<file path="src/rtl/rxr_pkg.sv">
package rxr_pkg;
  localparam int RXR_AW = 15;            // byte address width of packet RAM
  localparam int RXR_PW = RXR_AW - 8;    // page number width
  localparam int RXR_WW = 16;            // RAM word width

  typedef logic [RXR_AW-1:0] rptr_t;
  typedef logic [RXR_PW-1:0] pg_t;

  localparam logic [RXR_WW-1:0] EVT_NONE = 16'h0000;
  localparam logic [RXR_WW-1:0] EVT_DONE = 16'h0008;
  localparam logic [RXR_WW-1:0] STS_GOOD = 16'h2000;
  localparam logic [RXR_WW-1:0] STS_BAD  = 16'h0080;

  typedef enum logic [2:0] {
    ST_IDLE, ST_RECV, ST_DROP, ST_HSTS, ST_HNXT, ST_HCNT, ST_HEVT
  } ctl_st_e;

  function automatic rptr_t pg_base(pg_t p);
    return {p, 8'h00};
  endfunction

  function automatic rptr_t pg_top(pg_t p);
    return {p, 8'hFE};
  endfunction

  // next word address inside the ring
  function automatic rptr_t ring_step(rptr_t p, rptr_t base, rptr_t top);
    return (p == top) ? base : p + rptr_t'(2);
  endfunction
endpackage

</file>
<file path="src/rtl/rxr_byte_pack.sv">
module rxr_byte_pack
  import rxr_pkg::*;
(
  input  logic              clk,
  input  logic              rst_n,
  input  logic              in_valid,
  input  logic [7:0]        in_data,
  input  logic              in_sof,
  input  logic              in_eof,
  input  logic              in_err,
  output logic              start_o,
  output logic              wv_o,
  output logic [RXR_WW-1:0] wdata_o,
  output logic              wlast_o,
  output logic              wodd_o,
  output logic              werr_o
);
  logic       have_lo;
  logic [7:0] lo_byte;
  logic       flush;
  logic       err_acc;
  logic       in_frame;
  logic       err_next;

  always_comb err_next = err_acc | in_err;

  always_ff @(posedge clk) begin
    if (!rst_n) begin
      start_o  <= 1'b0;
      wv_o     <= 1'b0;
      wdata_o  <= '0;
      wlast_o  <= 1'b0;
      wodd_o   <= 1'b0;
      werr_o   <= 1'b0;
      have_lo  <= 1'b0;
      lo_byte  <= '0;
      flush    <= 1'b0;
      err_acc  <= 1'b0;
      in_frame <= 1'b0;
    end else begin
      start_o <= 1'b0;
      wv_o    <= 1'b0;
      wlast_o <= 1'b0;
      wodd_o  <= 1'b0;
      if (flush) begin
        // single-byte frame: its lone word leaves one cycle after the start
        wv_o    <= 1'b1;
        wdata_o <= {8'h00, lo_byte};
        wlast_o <= 1'b1;
        wodd_o  <= 1'b1;
        werr_o  <= err_acc;
        flush   <= 1'b0;
        have_lo <= 1'b0;
      end
      if (in_valid) begin
        if (in_sof) begin
          start_o  <= 1'b1;
          lo_byte  <= in_data;
          have_lo  <= 1'b1;
          err_acc  <= in_err;
          in_frame <= !in_eof;
          flush    <= in_eof;
        end else if (in_frame) begin
          if (have_lo) begin
            wv_o    <= 1'b1;
            wdata_o <= {in_data, lo_byte};
            wlast_o <= in_eof;
            werr_o  <= err_next;
            have_lo <= 1'b0;
          end else if (in_eof) begin
            wv_o    <= 1'b1;
            wdata_o <= {8'h00, in_data};
            wlast_o <= 1'b1;
            wodd_o  <= 1'b1;
            werr_o  <= err_next;
          end else begin
            lo_byte <= in_data;
            have_lo <= 1'b1;
          end
          err_acc <= err_next;
          if (in_eof) in_frame <= 1'b0;
        end
      end
    end
  end

  AST_START_NO_WORD: assert property (@(posedge clk) disable iff (!rst_n)
    start_o |-> !wv_o);
endmodule

</file>
<file path="src/rtl/rxr_ring_ctl.sv">
module rxr_ring_ctl
  import rxr_pkg::*;
#(
  parameter int LEN_W = 14
)(
  input  logic              clk,
  input  logic              rst_n,
  input  pg_t               lo_pg,
  input  pg_t               hi_pg,
  input  logic [RXR_AW-2:0] stop_word,
  input  logic              start,
  input  logic              wv,
  input  logic [RXR_WW-1:0] wdata,
  input  logic              wlast,
  input  logic              wodd,
  input  logic              werr,
  output logic              req_we,
  output logic [RXR_AW-2:0] req_word,
  output logic [RXR_WW-1:0] req_data,
  output logic              drop
);
  ctl_st_e    st;
  rptr_t      wptr, hdr, ptr;
  logic [LEN_W-1:0] len;
  logic       bad;

  rptr_t base, top;
  rptr_t s1, s2, s3, d0;
  rptr_t h1, h2, h3;
  logic  hdr_blk, ptr_blk;

  always_comb begin
    base = pg_base(lo_pg);
    top  = pg_top(hi_pg);
    s1 = ring_step(wptr, base, top);
    s2 = ring_step(s1, base, top);
    s3 = ring_step(s2, base, top);
    d0 = ring_step(s3, base, top);
    h1 = ring_step(hdr, base, top);
    h2 = ring_step(h1, base, top);
    h3 = ring_step(h2, base, top);
    hdr_blk = (wptr[RXR_AW-1:1] == stop_word) || (s1[RXR_AW-1:1] == stop_word) ||
              (s2[RXR_AW-1:1] == stop_word) || (s3[RXR_AW-1:1] == stop_word);
    ptr_blk = (ptr[RXR_AW-1:1] == stop_word);
  end

  always_comb begin
    req_we   = 1'b0;
    req_word = ptr[RXR_AW-1:1];
    req_data = wdata;
    drop     = 1'b0;
    unique case (st)
      ST_IDLE: if (start) begin
        if (hdr_blk) drop = 1'b1;
        else begin
          req_we   = 1'b1;
          req_word = wptr[RXR_AW-1:1];
          req_data = EVT_NONE;
        end
      end
      ST_RECV: if (wv) begin
        if (ptr_blk) drop = 1'b1;
        else req_we = 1'b1;
      end
      ST_HSTS: begin
        req_we   = 1'b1;
        req_word = h1[RXR_AW-1:1];
        req_data = bad ? STS_BAD : STS_GOOD;
      end
      ST_HNXT: begin
        req_we   = 1'b1;
        req_word = h2[RXR_AW-1:1];
        req_data = RXR_WW'(ptr);
      end
      ST_HCNT: begin
        req_we   = 1'b1;
        req_word = h3[RXR_AW-1:1];
        req_data = RXR_WW'(len);
      end
      ST_HEVT: begin
        req_we   = 1'b1;
        req_word = hdr[RXR_AW-1:1];
        req_data = EVT_DONE;
      end
      default: ;
    endcase
  end

  always_ff @(posedge clk) begin
    if (!rst_n) begin
      st   <= ST_IDLE;
      wptr <= pg_base(lo_pg);
      hdr  <= '0;
      ptr  <= '0;
      len  <= '0;
      bad  <= 1'b0;
    end else begin
      unique case (st)
        ST_IDLE: if (start) begin
          if (hdr_blk) st <= ST_DROP;
          else begin
            hdr <= wptr;
            ptr <= d0;
            len <= '0;
            bad <= 1'b0;
            st  <= ST_RECV;
          end
        end
        ST_RECV: if (wv) begin
          if (ptr_blk) st <= wlast ? ST_IDLE : ST_DROP;
          else begin
            ptr <= ring_step(ptr, base, top);
            len <= len + (wodd ? LEN_W'(1) : LEN_W'(2));
            bad <= werr;
            if (wlast) st <= ST_HSTS;
          end
        end
        ST_DROP: if (wv && wlast) st <= ST_IDLE;
        ST_HSTS: st <= ST_HNXT;
        ST_HNXT: st <= ST_HCNT;
        ST_HCNT: st <= ST_HEVT;
        ST_HEVT: begin
          wptr <= ptr;
          st   <= ST_IDLE;
        end
        default: st <= ST_IDLE;
      endcase
    end
  end

  AST_NO_STOP_WRITE: assert property (@(posedge clk) disable iff (!rst_n)
    req_we |-> (req_word != stop_word));
  AST_IN_REGION: assert property (@(posedge clk) disable iff (!rst_n)
    req_we |-> (req_word >= base[RXR_AW-1:1] && req_word <= top[RXR_AW-1:1]));
  AST_WPTR_HOLD_ON_DROP: assert property (@(posedge clk) disable iff (!rst_n)
    drop |=> $stable(wptr));
endmodule

</file>
<file path="src/rtl/rxr_wr_port.sv">
module rxr_wr_port
  import rxr_pkg::*;
(
  input  logic              clk,
  input  logic              rst_n,
  input  logic              req_we,
  input  logic [RXR_AW-2:0] req_word,
  input  logic [RXR_WW-1:0] req_data,
  input  logic              drop,
  output logic              mem_we,
  output logic [RXR_AW-2:0] mem_addr,
  output logic [RXR_WW-1:0] mem_wdata,
  output logic              ovf
);
  always_ff @(posedge clk) begin
    if (!rst_n) begin
      mem_we    <= 1'b0;
      mem_addr  <= '0;
      mem_wdata <= '0;
      ovf       <= 1'b0;
    end else begin
      mem_we <= req_we;
      ovf    <= drop;
      if (req_we) begin
        mem_addr  <= req_word;
        mem_wdata <= req_data;
      end
    end
  end

  AST_OVF_PULSE: assert property (@(posedge clk) disable iff (!rst_n)
    ovf |=> !ovf);
endmodule

</file>
<file path="src/rtl/rxr_ring_writer.sv">
module rxr_ring_writer
  import rxr_pkg::*;
#(
  parameter int LEN_W = 14
)(
  input  logic              clk,
  input  logic              rst_n,
  input  logic              rx_valid,
  input  logic [7:0]        rx_data,
  input  logic              rx_sof,
  input  logic              rx_eof,
  input  logic              rx_err,
  input  logic [RXR_PW-1:0] lo_page,
  input  logic [RXR_PW-1:0] hi_page,
  input  logic [RXR_AW-2:0] stop_word,
  output logic              mem_we,
  output logic [RXR_AW-2:0] mem_addr,
  output logic [RXR_WW-1:0] mem_wdata,
  output logic              ovf
);
  logic              pk_start, pk_wv, pk_wlast, pk_wodd, pk_werr;
  logic [RXR_WW-1:0] pk_wdata;
  logic              rq_we, rq_drop;
  logic [RXR_AW-2:0] rq_word;
  logic [RXR_WW-1:0] rq_data;

  rxr_byte_pack u_pack (
    .clk(clk), .rst_n(rst_n),
    .in_valid(rx_valid), .in_data(rx_data), .in_sof(rx_sof),
    .in_eof(rx_eof), .in_err(rx_err),
    .start_o(pk_start), .wv_o(pk_wv), .wdata_o(pk_wdata),
    .wlast_o(pk_wlast), .wodd_o(pk_wodd), .werr_o(pk_werr)
  );

  rxr_ring_ctl #(.LEN_W(LEN_W)) u_ctl (
    .clk(clk), .rst_n(rst_n),
    .lo_pg(lo_page), .hi_pg(hi_page), .stop_word(stop_word),
    .start(pk_start), .wv(pk_wv), .wdata(pk_wdata),
    .wlast(pk_wlast), .wodd(pk_wodd), .werr(pk_werr),
    .req_we(rq_we), .req_word(rq_word), .req_data(rq_data), .drop(rq_drop)
  );

  rxr_wr_port u_port (
    .clk(clk), .rst_n(rst_n),
    .req_we(rq_we), .req_word(rq_word), .req_data(rq_data), .drop(rq_drop),
    .mem_we(mem_we), .mem_addr(mem_addr), .mem_wdata(mem_wdata), .ovf(ovf)
  );
endmodule

</file>
<file path="config.mk">
export PLATFORM = sky130hd
export DESIGN_NAME = rxr_ring_writer
export DESIGN_NICKNAME = d
export VERILOG_FILES = /design/src/rtl/rxr_pkg.sv /design/src/rtl/rxr_byte_pack.sv /design/src/rtl/rxr_ring_ctl.sv /design/src/rtl/rxr_wr_port.sv /design/src/rtl/rxr_ring_writer.sv
export SDC_FILE = /design/constraint.sdc
export NUM_CORES = 1
export LEC_CHECK = 0
export BUFFER_PORTS_ARGS = -buffer_cell sky130_fd_sc_hd__buf_2
export CAP_MARGIN = 25
export CORE_MARGIN = 4
export CORE_UTILIZATION = 50
export CTS_CLUSTER_DIAMETER = 60
export CTS_CLUSTER_SIZE = 40
export DETAILED_ROUTE_END_ITERATION = 7
export PLACE_DENSITY = 0.68
export SLEW_MARGIN = 20
export SYNTH_ARGS = -nofsm -noshare
export SYNTH_HDL_FRONTEND = slang
export SYNTH_SLANG_ARGS = --single-unit
</file>
<file path="constraint.sdc">
create_clock -name clk -period 7.4 [get_ports clk]
set_input_delay 0.37 -clock clk [delete_from_list [all_inputs] [get_ports clk]]
set_output_delay 0.37 -clock clk [all_outputs]
set_load 0.02 [all_outputs]
</file>
# After elaboration in Yosys (flattened, before gate mapping)
# Cells that the tools add are included.
# totals
out_inout_bits	32
inputBits	42
elab_cells	170
reg_bits	128
# classes
muxes	93
eq_ne	28
addsub	9
bitwise	2
n_reduce_logical	16
# op_table
cell	count
$mux W15	14
$mux W16	8
$add A15 B2 Y15 const B	8
$eq A15 B15 Y1	8
$mux W14	7
$pmux W16 S5	1
$eq A14 B14 Y1	5
$pmux W14 S5	1
$mux W1	44
$mux W8	4
$pmux W15 S2	1
$pmux W14 S2	1
$pmux W3 S6	1
$mux W3	5
$add A14 B14 Y14	1
$ne A2 B2 Y1 const B	6
$eq A3 B3 Y1 const B	3
$reduce_and A4 Y1	2
$eq A3 B2 Y1 const B	2
$mux W2	3
$reduce_and A3 Y1	2
$reduce_and A5 Y1	1
$ne A2 B1 Y1 const B	2
$pmux W1 S2	2
other kinds (12)	16

# Longest topological paths before layout
# Gate-level depths: netlist of run 1.
# logic_depth
word_depth	11
depth_mapped	27
depth_no_buf	23

# By module
# From an unflattened synthesis of run 1, not the netlist that was laid out.
# unflattened
cells_unflattened	1572
area_unflattened_um2	11761.3
# by_module_without_submodules
mod	seq_area_each_um2	n_inst	area_per_inst_um2	cells_each
rxr_ring_ctl	1331.3	1	9027.4	1305
rxr_byte_pack	660.6	1	1510.2	166
rxr_wr_port	640.6	1	1223.7	101

# Least setup slack after synthesis of run 1
# Ideal clock, no wire load.
# synth_timing
kind	register to register
start	register u_ctl.wptr[13]
end	register u_port.mem_addr[4]
required_ns	7.284
path_stages_with_launch	27
arrival_time_ns	6.108
n_path_buf	7
slack_ns	1.176
synth_period_minus_slack_ns	6.224
setup_ns	0.116
cell_sequence	edfxtp_1 buf_4 xor2_1 or4_1 buf_2 nor3_4 nor4_1 o31ai_1 or4_1 clkbuf_1 clkbuf_1 and2_1 ha_1 clkbuf_1 inv_1 nor3b_1 and4_1 a21oi_1 o21a_1 o31ai_1 nand4b_1 or4_1 buf_2 and2_1 buf_6 a211o_1 a41o_1
# synth_via
elab_chain_cells	11
elab_cells_between_ends	22
classes_between	3 x add/sub; 7 x eq/ne; 9 x mux; 3 x reduce/logical
# synth_lines
item	line	text
start, declared	rxr_ring_ctl.sv:23	rptr_t wptr, hdr, ptr;
start signal, assigned	rxr_ring_ctl.sv:92	wptr <= pg_base(lo_pg);
start signal, assigned	rxr_ring_ctl.sv:123	wptr <= ptr;
$add A15 B2 Y15 or $eq A15 B15 Y1 (tied branches)	rxr_pkg.sv:28	return (p == top) ? base : p + rptr_t'(2);
$mux W15	rxr_pkg.sv:28	
$add A15 B2 Y15 or $eq A15 B15 Y1 (tied branches)	rxr_pkg.sv:28	
$mux W15	rxr_pkg.sv:28	
$add A15 B2 Y15 or $eq A15 B15 Y1 (tied branches)	rxr_pkg.sv:28	
$mux W15	rxr_pkg.sv:28	
$eq A14 B14 Y1	rxr_ring_ctl.sv:43	(s2[RXR_AW-1:1] == stop_word) || (s3[RXR_AW-1:1] == stop_word);
$logic_or A1 B1 Y1 (*)	rxr_ring_ctl.sv:43	
$mux W14 or $mux W1 (tied branches)	rxr_ring_ctl.sv:54	if (hdr_blk) drop = 1'b1;
$mux W14 or $mux W1 (tied branches)	rxr_ring_ctl.sv:53	ST_IDLE: if (start) begin
$pmux W14 S5 or $pmux W1 S3 (tied branches)	rxr_ring_ctl.sv:52	unique case (st)
end signal, assigned	rxr_wr_port.sv:25	mem_addr <= req_word;
end, declared	rxr_wr_port.sv:11	output logic [RXR_AW-2:0] mem_addr,
# Every way passes the cells marked *; elsewhere a longest branch is shown, timed or not.
# A chain may end at the register's enable or synchronous reset.

# Final worst setup path of run 1
# layout_timing
start	register u_ctl.wptr[2]
end	register u_port.mem_addr[6]
# The elaborated chain is that of the path after synthesis.

==> results of run 1 <==
-- path summary, 6_finish.rpt --
kind                                            to  slack, ps  depth (start not counted)
worst max-delay path            u_port.mem_addr[6]        720                         20
worst min-delay path               u_pack.in_frame        180                          2
worst max register to register  u_port.mem_addr[6]        720                         20
worst min register to register  u_port.mem_addr[5]        470                          1
-- routing by layer --
metal,global-route usage,part of all wire,vias to the layer above
li1,-,-,6195
met4,0.160,0.051,0
met3,0.0657,0.10,150
met2,0.500,0.42,788
met1,0.474,0.42,6480
met5,0,0,-
-- critical path: stages, from the launching register on --
cell,delay (ps)
sky130_fd_sc_hd__dfxtp_1,630
sky130_fd_sc_hd__ha_1,440
sky130_fd_sc_hd__nand3_1,240
sky130_fd_sc_hd__nor3_1,390
sky130_fd_sc_hd__xnor2_1,260
sky130_fd_sc_hd__a211oi_1,350
sky130_fd_sc_hd__o2111ai_1,190
sky130_fd_sc_hd__or4_1,660
sky130_fd_sc_hd__and2_1,210
sky130_fd_sc_hd__ha_1,290
sky130_fd_sc_hd__inv_1,90
sky130_fd_sc_hd__nor3b_1,70
sky130_fd_sc_hd__and4_1,240
sky130_fd_sc_hd__and3_1,220
sky130_fd_sc_hd__o21a_1,170
sky130_fd_sc_hd__o31ai_1,220
sky130_fd_sc_hd__nand4b_1,230
sky130_fd_sc_hd__or4_1,690
sky130_fd_sc_hd__nand3_1,450
sky130_fd_sc_hd__o311ai_0,230
sky130_fd_sc_hd__o31ai_1,310
-- cell type report --
cell class                      count  area [sq um]
Timing Repair Buffer              112           678
Sequential cell                   128          2630
Fill cell                        2365         10900
Inverter                           45           169
Tap cell                          324           405
Clock inverter                     13           113
Multi-Input combinational cell   1380          9160
Clock buffer                       19           453
-- sequential cells by signal, indices dropped and copies added, names as in the netlist, 3 cells and up --
register / cells
u_pack.wdata_o: 16
u_port.mem_wdata: 16
u_ctl.hdr: 15
u_ctl.ptr: 15
u_ctl.wptr: 15
u_ctl.len: 14
u_port.mem_addr: 14
u_pack.lo_byte: 8
u_ctl.st: 3
-- placed cells by master (no fill, tap or decap), types with 24 or more instances in the layout --
| cell | Yosys | final |
|---|---|---|
| sky130_fd_sc_hd__nand4_1 | 30 | 30 |
| sky130_fd_sc_hd__nor3_1 | 53 | 51 |
| sky130_fd_sc_hd__dfxtp_1 | 121 | 120 |
| sky130_fd_sc_hd__o21ai_0 | 72 | 72 |
| sky130_fd_sc_hd__xor2_1 | 70 | 70 |
| sky130_fd_sc_hd__nand3_1 | 58 | 58 |
| sky130_fd_sc_hd__nor4_1 | 24 | 24 |
| sky130_fd_sc_hd__inv_1 | 39 | 39 |
| sky130_fd_sc_hd__nand2_1 | 145 | 145 |
| sky130_fd_sc_hd__nor2_1 | 190 | 190 |
| sky130_fd_sc_hd__a211oi_1 | 32 | 32 |
| sky130_fd_sc_hd__mux2i_1 | 69 | 69 |
| sky130_fd_sc_hd__xnor2_1 | 106 | 106 |
| sky130_fd_sc_hd__a21oi_1 | 104 | 104 |
| sky130_fd_sc_hd__buf_4 | 2 | 38 |
| sky130_fd_sc_hd__buf_2 | 22 | 73 |
-- where the power goes --
part           switching, mW  internal [mW]
Clock                  0.371          0.458
Combinational          0.283          0.155
Sequential            0.0370          0.723
-- stage by stage --
step	instances	cell area [sq um]	setup slack, ps	hold WS [ps]
floorplan	1692	12500	1180	448
global placement	1988	13000	1000	457
detailed placement	1988	13000	946	458
CTS	2020	13600	901	167
global route	2021	13600	281	189
finish	2021	13600	723	179
-- logic make-up (layout without fill, tap and decap cells) --
family | after synthesis | in the layout | synth area share
adders and majority gates | 11 | 11 | 0.0116
muxes | 85 | 85 | 0.0700
and+or+nand+nor | 646 | 646 | 0.260
DFF | 128 | 128 | 0.210
buffers and inverters | 184 | 189 | 0.0599
AOI/OAI and AO/OA | 452 | 452 | 0.248
xor gates and xnor gates | 186 | 186 | 0.140
==> results.md, run 1 <==
* Total of hold buffers inserted after clock tree synthesis at 0
* Syn nets at 1745
* Total GRT Usage at 0.339
* WL final at 48.9 mm
* Min-Delay Path Class: input pin to register
* Synth Flop Type: sky130_fd_sc_hd__dfxtp_1
* Vias in the first global route at 12600
* Post-layout total power at 2.03 mW
* Result of the run: finished clean
* Number of flip-flops and latches in the synthesized netlist at 128
* Data arrival, critical path at 7000 ps
* Synth unique cells at 98
* Final hold viol count at 0
* Antenna cells at 0
* Per-instance average area after synthesis at 7.39 sq um
* Vias per inst at 6.74
* Top post-synthesis cells by count: 190 x sky130_fd_sc_hd__nor2_1, 145 x sky130_fd_sc_hd__nand2_1, 121 x sky130_fd_sc_hd__dfxtp_1
* PwrDens at 149 nW/um^2
* # setup viols final at 0
* Hold_sp: rx_valid
* Number of port buffers at 73
* Final worst-path cycle share at 0.902
* Max rail drop VDD at 0.166 mV
* Reported leakage power at 4.88 nW
* Detailed-router iteration count before antenna repair at 5
* Part of the Yosys area used for sequential elements at 0.210
* Floorplan die area at 27600 sq um
* Bufs on Longest Clock Path at 2
* CTS-repair resized insts at 0
* ANT nets after route at 0
* Total vias in the final route at 13600
* Antenna violations before repair at 0
* Sum Neg Setup Slack at 0 ps
* Final critical delay including setup and external delays at 6680 ps
* Critical path start-end classification: register to register
* Max Cap Viol at 0
* Cells after Synth at 1692
* Fraction of registers with async set or reset after synthesis at 0
* Final setup skew at 16.5 ps
* Residual DRC count at 0
* H-tree lvl count at 4
* First-pass GRT wire length at 75.0 mm
* Number of buffers inserted to repair setup after CTS at 0
* Area delta synth->final at 8.81%
* Headroom to the max-slew limit at 0.227
* Final Net Count at 1737
* Io pins at 74
* Most frequent cell after synthesis: sky130_fd_sc_hd__nor2_1
* FMAX at 0.150 GHz
* Share of Yosys cell area claimed by the top area cell type at 0.194
* RSZ-0062 raised after global routing: false
* Count of pins over their slew limit at 0
* Core box area at 24500 sq um
* Top area cells in the synthesized netlist: sky130_fd_sc_hd__dfxtp_1 19%, sky130_fd_sc_hd__xnor2_1 7.4%, sky130_fd_sc_hd__nor2_1 5.7%, sky130_fd_sc_hd__mux2i_1 5.5%, sky130_fd_sc_hd__xor2_1 4.9%
* Number of clock sinks at 128
* Required time at the worst-slack endpoint at 7720 ps
* Cell taking the most area after synthesis: sky130_fd_sc_hd__dfxtp_1
* Inserted Clock Buffers at 17
* Final core utilization at 0.556
* Clock insertion delay at the later pin of the skew report at 440 ps
* Clock tree from TritonCTS: yes
* Syn. warnings at 0
* Critical path peak fanout at 11
* Endpoint class of the critical path: register
* Chip Height at 166 um
* Count of flip-flops with a built-in enable after synthesis at 7
* Ratio of cells with drive above 1 in the final layout at 0.118
* Pin count of the biggest net entering global routing at 77
* Post-Synthesis Cell Area at 12500 sq um
* Worst Tran Pin Value at 1160 ps
* Post-DP HPWL at 36.4 mm
* Launch point of the critical path: u_ctl.wptr[2]
* Grt total ovfl at 0
* Clock root buffer: sky130_fd_sc_hd__clkbuf_16
* Detailed-route wire length per cell at 24.2 um
* First DRT Iteration DRCs at 1895
* Startpoint type of the worst setup path: register
* Initial Util at 0.511
* Std-Cell Rows at 57
* Source of the worst register-to-register timing path: u_ctl.wptr[2]
* Die width at 166 um
* Reg clk slew, reported paths at 60 ps
* Last weighted congestion value of the routability-driven placer at 0.999
(Power assumes the default switching activity.)
==> run 2: changes to the inputs <==
Settings changed: ABC_AREA set to 1.
==> results.md, run 2 <==
* Result of the run: finished clean
* Final core utilization at 0.556 (about the same)
* Endpoint class of the critical path: register
* Number of clock sinks at 128 (unchanged)
* Source of the worst register-to-register timing path: u_ctl.wptr[1]
* Commonest cells after routing, fill and taps aside: 525 x sky130_fd_sc_hd__nand2_1, 212 x sky130_fd_sc_hd__inv_1, 185 x sky130_fd_sc_hd__nor2_1
* Destination of the worst register-to-register timing path: u_port.mem_addr[12]
* Cells after Synth at 1947 (+15%)
* RSZ-0062 raised after global routing: false
* Adder and majority cell fraction of the synthesized area at 0.0126 (+0.000963)
* Endpoint, Worst Hold: u_pack.in_frame
* Largest family of logic cells by synthesized area: simple AND/OR/NAND/NOR gates
* Largest registers ranked by flip-flop count: u_pack.wdata_o: 16 flops, u_port.mem_wdata: 16 flops
* Detailed-route wire length per cell at 20.6 um (-15%)
* FMAX at 0.162 GHz (+7.9%)
* Floorplan die area at 25600 sq um (-7.3%)
* Hold_sp: rx_valid
* Data arrival, critical path at 6530 ps (-470 ps)
* Io pins at 74 (unchanged)
* Reg clk slew, reported paths at 60 ps (about the same)
* Setup slack, reg-to-reg at 1210 ps (+490 ps)
* Final Net Count at 2028 (+17%)
* Min-Delay Path Class: input pin to register
* Cell repeated most along the worst path: sky130_fd_sc_hd__nand2_1
* Reported leakage power at 5.67 nW (+16%)
* Chip Height at 160 um (-3.7%)
* CP max stage cell: sky130_fd_sc_hd__dfxtp_1
* WL final at 46.9 mm (-4.1%)
* Instance count along the most critical hold path at 2 (unchanged)
* Fraction of registers with async set or reset after synthesis at 0 (unchanged)
* Final hold viol count at 0 (unchanged)
* Required time at the worst-slack endpoint at 7750 ps (+30 ps)
* Share of cell area taken by muxes after synthesis at 0.00661 (-0.0634)
* Syn. warnings at 0 (unchanged)
* Count of pins over their slew limit at 0 (unchanged)
* Worst Tran Pin Value at 1020 ps (-138 ps)
* Syn nets at 2000 (+15%)
* Top post-synthesis cells by count: 525 x sky130_fd_sc_hd__nand2_1, 212 x sky130_fd_sc_hd__inv_1, 185 x sky130_fd_sc_hd__nor2_1
* First DRT Iteration DRCs at 1839 (-3.0%)
* Per-instance average area after synthesis at 5.93 sq um (-20%)
* Synth unique cells at 59 (-40%)
* Clock root buffer: sky130_fd_sc_hd__clkbuf_16
* Pin count of the biggest net entering global routing at 80 (+3.9%)
* Share of Yosys cell area claimed by the top area cell type at 0.210 (+0.0161)
* Initial Util at 0.509 (-0.00274)
* Post-Synthesis Cell Area at 11500 sq um (-7.7%)
* Residual DRC count at 0 (unchanged)
* Max rail drop VDD at 0.249 mV (+50%)
* Number of flip-flops and latches in the synthesized netlist at 128 (unchanged)
* Number of port buffers at 73 (unchanged)
* Area delta synth->final at 9.39%
* PwrDens at 213 nW/um^2 (+43%)
* Core box area at 22700 sq um (-7.2%)
* Final worst-path cycle share at 0.836 (-0.0663)
* Sum Neg Setup Slack at 0 ps (unchanged)
* Total GRT Usage at 0.351 (+0.0122)
* Vias in the first global route at 12600 (+0.22%)
* Post-synthesis share of cell area spent on xor and xnor gates at 0.0736 (-0.0667)
* Bufs on Longest Clock Path at 2 (unchanged)
* Total of hold buffers inserted after clock tree synthesis at 0 (unchanged)
* Max Cap Viol at 0 (unchanged)
* Synth Flop Type: sky130_fd_sc_hd__dfxtp_1
* # setup viols final at 0 (unchanged)
* Number of buffers inserted to repair setup after CTS at 0 (unchanged)
* Post-synthesis compound-gate area fraction at 0.180 (-0.0679)
* Vias per inst at 6.10 (-9.5%)
* Grt total ovfl at 0 (unchanged)
* Final setup skew at 7.45 ps (-9.02 ps)
* Cell taking the most area after synthesis: sky130_fd_sc_hd__dfxtp_1
* Inserted Clock Buffers at 17 (unchanged)
* Detailed-router iteration count before antenna repair at 8 (+3)
* Startpoint type of the worst setup path: register
* Post-Synth Simple-Gate Area at 0.394 (+0.135)
* Count of flip-flops with a built-in enable after synthesis at 7 (unchanged)
* Most frequent cell after synthesis: sky130_fd_sc_hd__nand2_1
* Die width at 160 um (-3.7%)
* Post-DP HPWL at 35.7 mm (-1.9%)
* Critical path start-end classification: register to register
* ANT nets after route at 0 (unchanged)
* Biggest cell delay along the critical path at 760 ps (+70 ps)
* Total vias in the final route at 13900 (+1.8%)
* Part of the Yosys area used for sequential elements at 0.228 (+0.0175)
* Leading cell type in the layout, fill and taps excluded: sky130_fd_sc_hd__nand2_1
* Pre-CTS setup slack at 1430 ps (+486 ps)
* First-pass GRT wire length at 71.2 mm (-5.1%)
* Last weighted congestion value of the routability-driven placer at 1.01 (+1.5%)
* Top area cells in the synthesized netlist: sky130_fd_sc_hd__dfxtp_1 21%, sky130_fd_sc_hd__nand2_1 17%, sky130_fd_sc_hd__inv_1 6.9%, sky130_fd_sc_hd__nand3_1 6.5%, sky130_fd_sc_hd__a21oi_1 6.2%
* Std-Cell Rows at 55 (-3.5%)
* H-tree lvl count at 4 (unchanged)
* Antenna violations before repair at 0 (unchanged)
* Final critical-path setup slack at 1210 ps (+491 ps)
* Clock insertion delay at the later pin of the skew report at 430 ps (about the same)
* FF-to-FF path depth at 29 (+45%)
* Headroom to the max-slew limit at 0.319 (+0.0921)
* Clock tree from TritonCTS: yes
* Ratio of cells with drive above 1 in the final layout at 0.0946 (-0.0239)
* Final critical delay including setup and external delays at 6190 ps (-491 ps)
* Antenna cells at 0 (unchanged)
* CTS-repair resized insts at 0 (unchanged)
* Critical path peak fanout at 27 (+16)
run 2: worst max-delay path: cells and delay by family (launching register included):
family	cells	cell delay [ps]
simple gates	22	4110
flops	1	760
buf+inv	3	530
compound gates	2	310
fa+ha+maj	1	280
xor+xnor	1	100
run 2: power by group:
group | switching (mW) | internal, mW | leakage [nW]
sequential | 0.128 | 0.776 | 1.05
clock | 0.337 | 0.554 | 0.300
combinational | 0.636 | 0.262 | 4.31
run 2: stage by stage:
step                hold slack [ps]  std cells  power (mW)  cell area, sq um
floorplan                       441       1947        1.48             11500
global placement                450       2241        1.78             12000
detailed placement              452       2241        1.78             12000
CTS                             165       2273        2.66             12600
global route                    183       2273        2.81             12600
finish                          176       2273        2.69             12600
run 2: routing by layer:
layer,wire length [um],vias up,track usage
li1,-,6516,-
met1,18600,6315,0.456
met2,20700,841,0.558
met3,4790,182,0.0570
met4,2790,0,0.190
met5,0,-,0
run 2: worst max path at each step:
stage	end	cells past startpoint	start
floorplan	u_ctl.ptr[13]	33	hi_page[5]
global route	u_port.mem_addr[11]	31	u_ctl.wptr[1]
finish	u_port.mem_addr[12]	29	u_ctl.wptr[1]
CTS	u_port.mem_addr[12]	29	u_ctl.wptr[1]
global placement	u_port.mem_addr[11]	29	u_ctl.wptr[1]
detailed placement	u_port.mem_addr[12]	33	hi_page[4]
run 2: layout make-up:
cell class / instances / area [sq um]
clock inverter: 14 / 178
sequential: 128 / 2630
clock buffer: 18 / 450
multi-input combinational: 1516 / 7710
tap: 285 / 357
fill: 2329 / 10100
inverter: 228 / 861
timing repair buffer: 84 / 448
run 2: kinds of logic (layout without fill, tap and decap cells):
family          Yosys count  in the layout
compound gates          372            372
simple gates           1029           1029
mux                       7              7
fa+ha+maj                11             11
buf+inv                 303            344
xor+xnor                 97             97
flops                   128            128
==> run 3: changes to the inputs <==
Settings changed: ABC_AREA 1 to 0.
Clock period 7.4 ns to 6 ns, I/O delays scaled along.
==> results.md, run 3 (synthesis gave the netlist of run 1 again) <==
* Residual DRC count at 0 (unchanged)
* Required time at the worst-slack endpoint at 6350 ps (-1400 ps)
* Commonest cells after routing, fill and taps aside: 188 x sky130_fd_sc_hd__nor2_1, 144 x sky130_fd_sc_hd__nand2_1, 119 x sky130_fd_sc_hd__dfxtp_1
* Power share of the combinational group at 0.220 (-0.113)
* Largest registers ranked by flip-flop count: u_pack.wdata_o: 16 flops, u_port.mem_wdata: 16 flops
* Die width at 166 um (+3.9%)
* Post-DP HPWL at 38.1 mm (+6.7%)
* # setup viols final at 0 (unchanged)
* Final Net Count at 1802 (-11%)
* Pre-CTS setup slack at 180 ps (-1250 ps)
* Final core utilization at 0.582 (+0.0253)
* Source of the worst register-to-register timing path: u_ctl.wptr[7]
* Area delta synth->final at 13.8%
* Area of the multi-input gates at 9250 sq um (+20%)
* Critical path peak fanout at 8 (-70%)
* H-tree lvl count at 4 (unchanged)
* Inserted Clock Buffers at 17 (unchanged)
* Bufs on Longest Clock Path at 2 (unchanged)
* Grt total ovfl at 0 (unchanged)
* Chip Height at 166 um (+3.9%)
* Number of cells in the design after placement at 2053 (-8.4%)
* Reported leakage power at 5.25 nW (-7.3%)
* Initial Util at 0.511 (+0.00274)
* RSZ-0062 raised after global routing: false
* Sum Neg Setup Slack at 0 ps (unchanged)
* Core box area at 24500 sq um (+7.7%)
* Critical path start-end classification: register to register
* Clock root buffer: sky130_fd_sc_hd__clkbuf_16
* Final critical-path setup slack at 220 ps (-993 ps)
* Headroom to the max-slew limit at 0.318 (-0.000458)
* Count of pins over their slew limit at 0 (unchanged)
* Max rail drop VDD at 0.200 mV (-20%)
* Reg clk slew, reported paths at 70 ps (about the same)
* Ratio of cells with drive above 1 in the final layout at 0.161 (+0.0666)
* Result of the run: finished clean
* Max Cap Viol at 0 (unchanged)
* Final setup skew at 12.6 ps (+5.18 ps)
* Proportion of power drawn by flip-flops and latches at 0.359 (+0.023)
* Switching fraction of total power at 0.347 (-0.0620)
* Std-Cell Rows at 57 (+3.6%)
* Vias in the first global route at 12900 (+2.2%)
* Post-layout instance count excluding filler cells at 2087 (-8.2%)
* Min-Delay Path Class: input pin to register
* Final hold viol count at 0 (unchanged)
* Fin area at 14200 sq um (+13%)
* Clock power frac at 0.421 (+0.090)
* Vias per inst at 6.69 (+9.7%)
* Number of clock sinks at 128 (unchanged)
* Total vias in the final route at 14000 (+0.72%)
* Detailed-router iteration count before antenna repair at 6 (-2)
* Pin count of the biggest net entering global routing at 77 (-3.8%)
* Total GRT Usage at 0.352 (+0.00131)
* Post-place instance area at 13500 sq um (+13%)
* P_int at 1.70 mW (+6.8%)
* Startpoint type of the worst setup path: register
* Data arrival, critical path at 6130 ps (-400 ps)
* FMAX at 0.173 GHz (+7.0%)
* Io pins at 74 (unchanged)
* PwrDens at 183 nW/um^2 (-14%)
* Net Sw Power at 0.902 mW (-18%)
* Number of port buffers at 73 (unchanged)
* Worst Tran Pin Value at 1020 ps (+0.684 ps)
* ANT nets after route at 0 (unchanged)
* Hold_sp: rx_valid
* Floorplan die area at 27600 sq um (+7.9%)
* First-pass GRT wire length at 77.1 mm (+8.4%)
* Number of inserted filler cells in the final layout at 2342 (+0.56%)
* Final worst hold slack at 120 ps (-55.9 ps)
* Last weighted congestion value of the routability-driven placer at 1.05 (+3.4%)
* Detailed-route wire length per cell at 24.6 um (+19%)
* First DRT Iteration DRCs at 1618 (-12%)
* Antenna violations before repair at 0 (unchanged)
* Post-layout total power at 2.60 mW (-3.4%)
* Final worst-path cycle share at 0.963 (+0.127)
* Clock tree from TritonCTS: yes
* Area occupied by registers at 2640 sq um (about the same)
* Clock insertion delay at the later pin of the skew report at 430 ps (about the same)
* Final critical delay including setup and external delays at 5780 ps (-407 ps)
* Launch point of the critical path: u_ctl.wptr[7]
* Leading cell type in the layout, fill and taps excluded: sky130_fd_sc_hd__nor2_1
* WL final at 51.4 mm (+9.6%)
* Endpoint class of the critical path: register
[run 3: cell count changes in the layout (fill, tap and decap cells not counted), moves of 20 or more]
cell                       delta
sky130_fd_sc_hd__nand3_1     -93
sky130_fd_sc_hd__a21oi_1     -38
sky130_fd_sc_hd__mux2i_1     +67
sky130_fd_sc_hd__a211oi_1    +26
sky130_fd_sc_hd__inv_1      -173
sky130_fd_sc_hd__xnor2_1     +88
sky130_fd_sc_hd__nand2_1    -381
sky130_fd_sc_hd__buf_4       +92
sky130_fd_sc_hd__nand2_2     -20
sky130_fd_sc_hd__o21ai_0     -42
[run 3: path summary, 6_finish.rpt]
path | cells after the start | slack (ps) | endpoint
worst max-delay path | 21 | 220 | u_ctl.len[5]
worst min-delay path | 2 | 120 | u_pack.in_frame
worst max register to register | 21 | 220 | u_ctl.len[5]
worst min register to register | 2 | 500 | u_port.mem_wdata[3]
[run 3: power groups by stage]
| stage | logic (mW) | registers (mW) | clock network (mW) |
|---|---|---|---|
| 2_1_floorplan | 0.357 | 0.948 | 0 |
| 3_3_place_gp | 0.541 | 0.951 | 0 |
| 3_5_place_dp | 0.546 | 0.950 | 0 |
| 4_1_cts | 0.550 | 0.932 | 1.10 |
| 5_1_grt | 0.608 | 0.937 | 1.14 |
| 6_report | 0.572 | 0.934 | 1.10 |
[run 3: timing repair]
| item | 4_1_cts | 5_1_grt |
|---|---|---|
| gates resized for setup | 0 | 18 |
| setup endpoints to repair | 0 | 77 |
| hold buffers | 0 | 0 |
| setup buffers | 0 | 1 |
| hold endpoints to repair | 0 | 0 |
[run 3: cell type report]
cell class                 instances  share of cell area
clock buffer                      17              0.0299
sequential                       128               0.185
tap                              324              0.0285
antenna                            1            0.000176
inverter                          45              0.0119
multi-input combinational       1380               0.650
timing repair buffer             177              0.0814
clock inverter                    15              0.0128
[run 3: critical path, cell delays in order (launching register included)]
cell and delay (ps):
sky130_fd_sc_hd__dfxtp_1 410, sky130_fd_sc_hd__buf_4 240, sky130_fd_sc_hd__and3_1 290, sky130_fd_sc_hd__nand3_1 180
sky130_fd_sc_hd__xnor2_1 230, sky130_fd_sc_hd__o41ai_1 470, sky130_fd_sc_hd__o31ai_1 200, sky130_fd_sc_hd__or4_4 560
sky130_fd_sc_hd__and2_1 200, sky130_fd_sc_hd__ha_1 200, sky130_fd_sc_hd__inv_1 100, sky130_fd_sc_hd__nor3b_4 80
sky130_fd_sc_hd__and4_1 250, sky130_fd_sc_hd__and3_1 220, sky130_fd_sc_hd__o21a_1 170, sky130_fd_sc_hd__o31ai_1 240
sky130_fd_sc_hd__nand4b_1 240, sky130_fd_sc_hd__nor4_1 600, sky130_fd_sc_hd__buf_4 250, sky130_fd_sc_hd__o31ai_2 140
sky130_fd_sc_hd__or2_1 300, sky130_fd_sc_hd__mux2i_1 140
[run 3: per-layer routing]
| metal | GRT usage | vias up | wire length [um] |
|---|---|---|---|
| met5 | 0 | - | 0 |
| met4 | 0.129 | 0 | 2250 |
| met3 | 0.102 | 170 | 6060 |
| met2 | 0.527 | 852 | 21800 |
| met1 | 0.482 | 6581 | 21300 |
| li1 | - | 6351 | - |
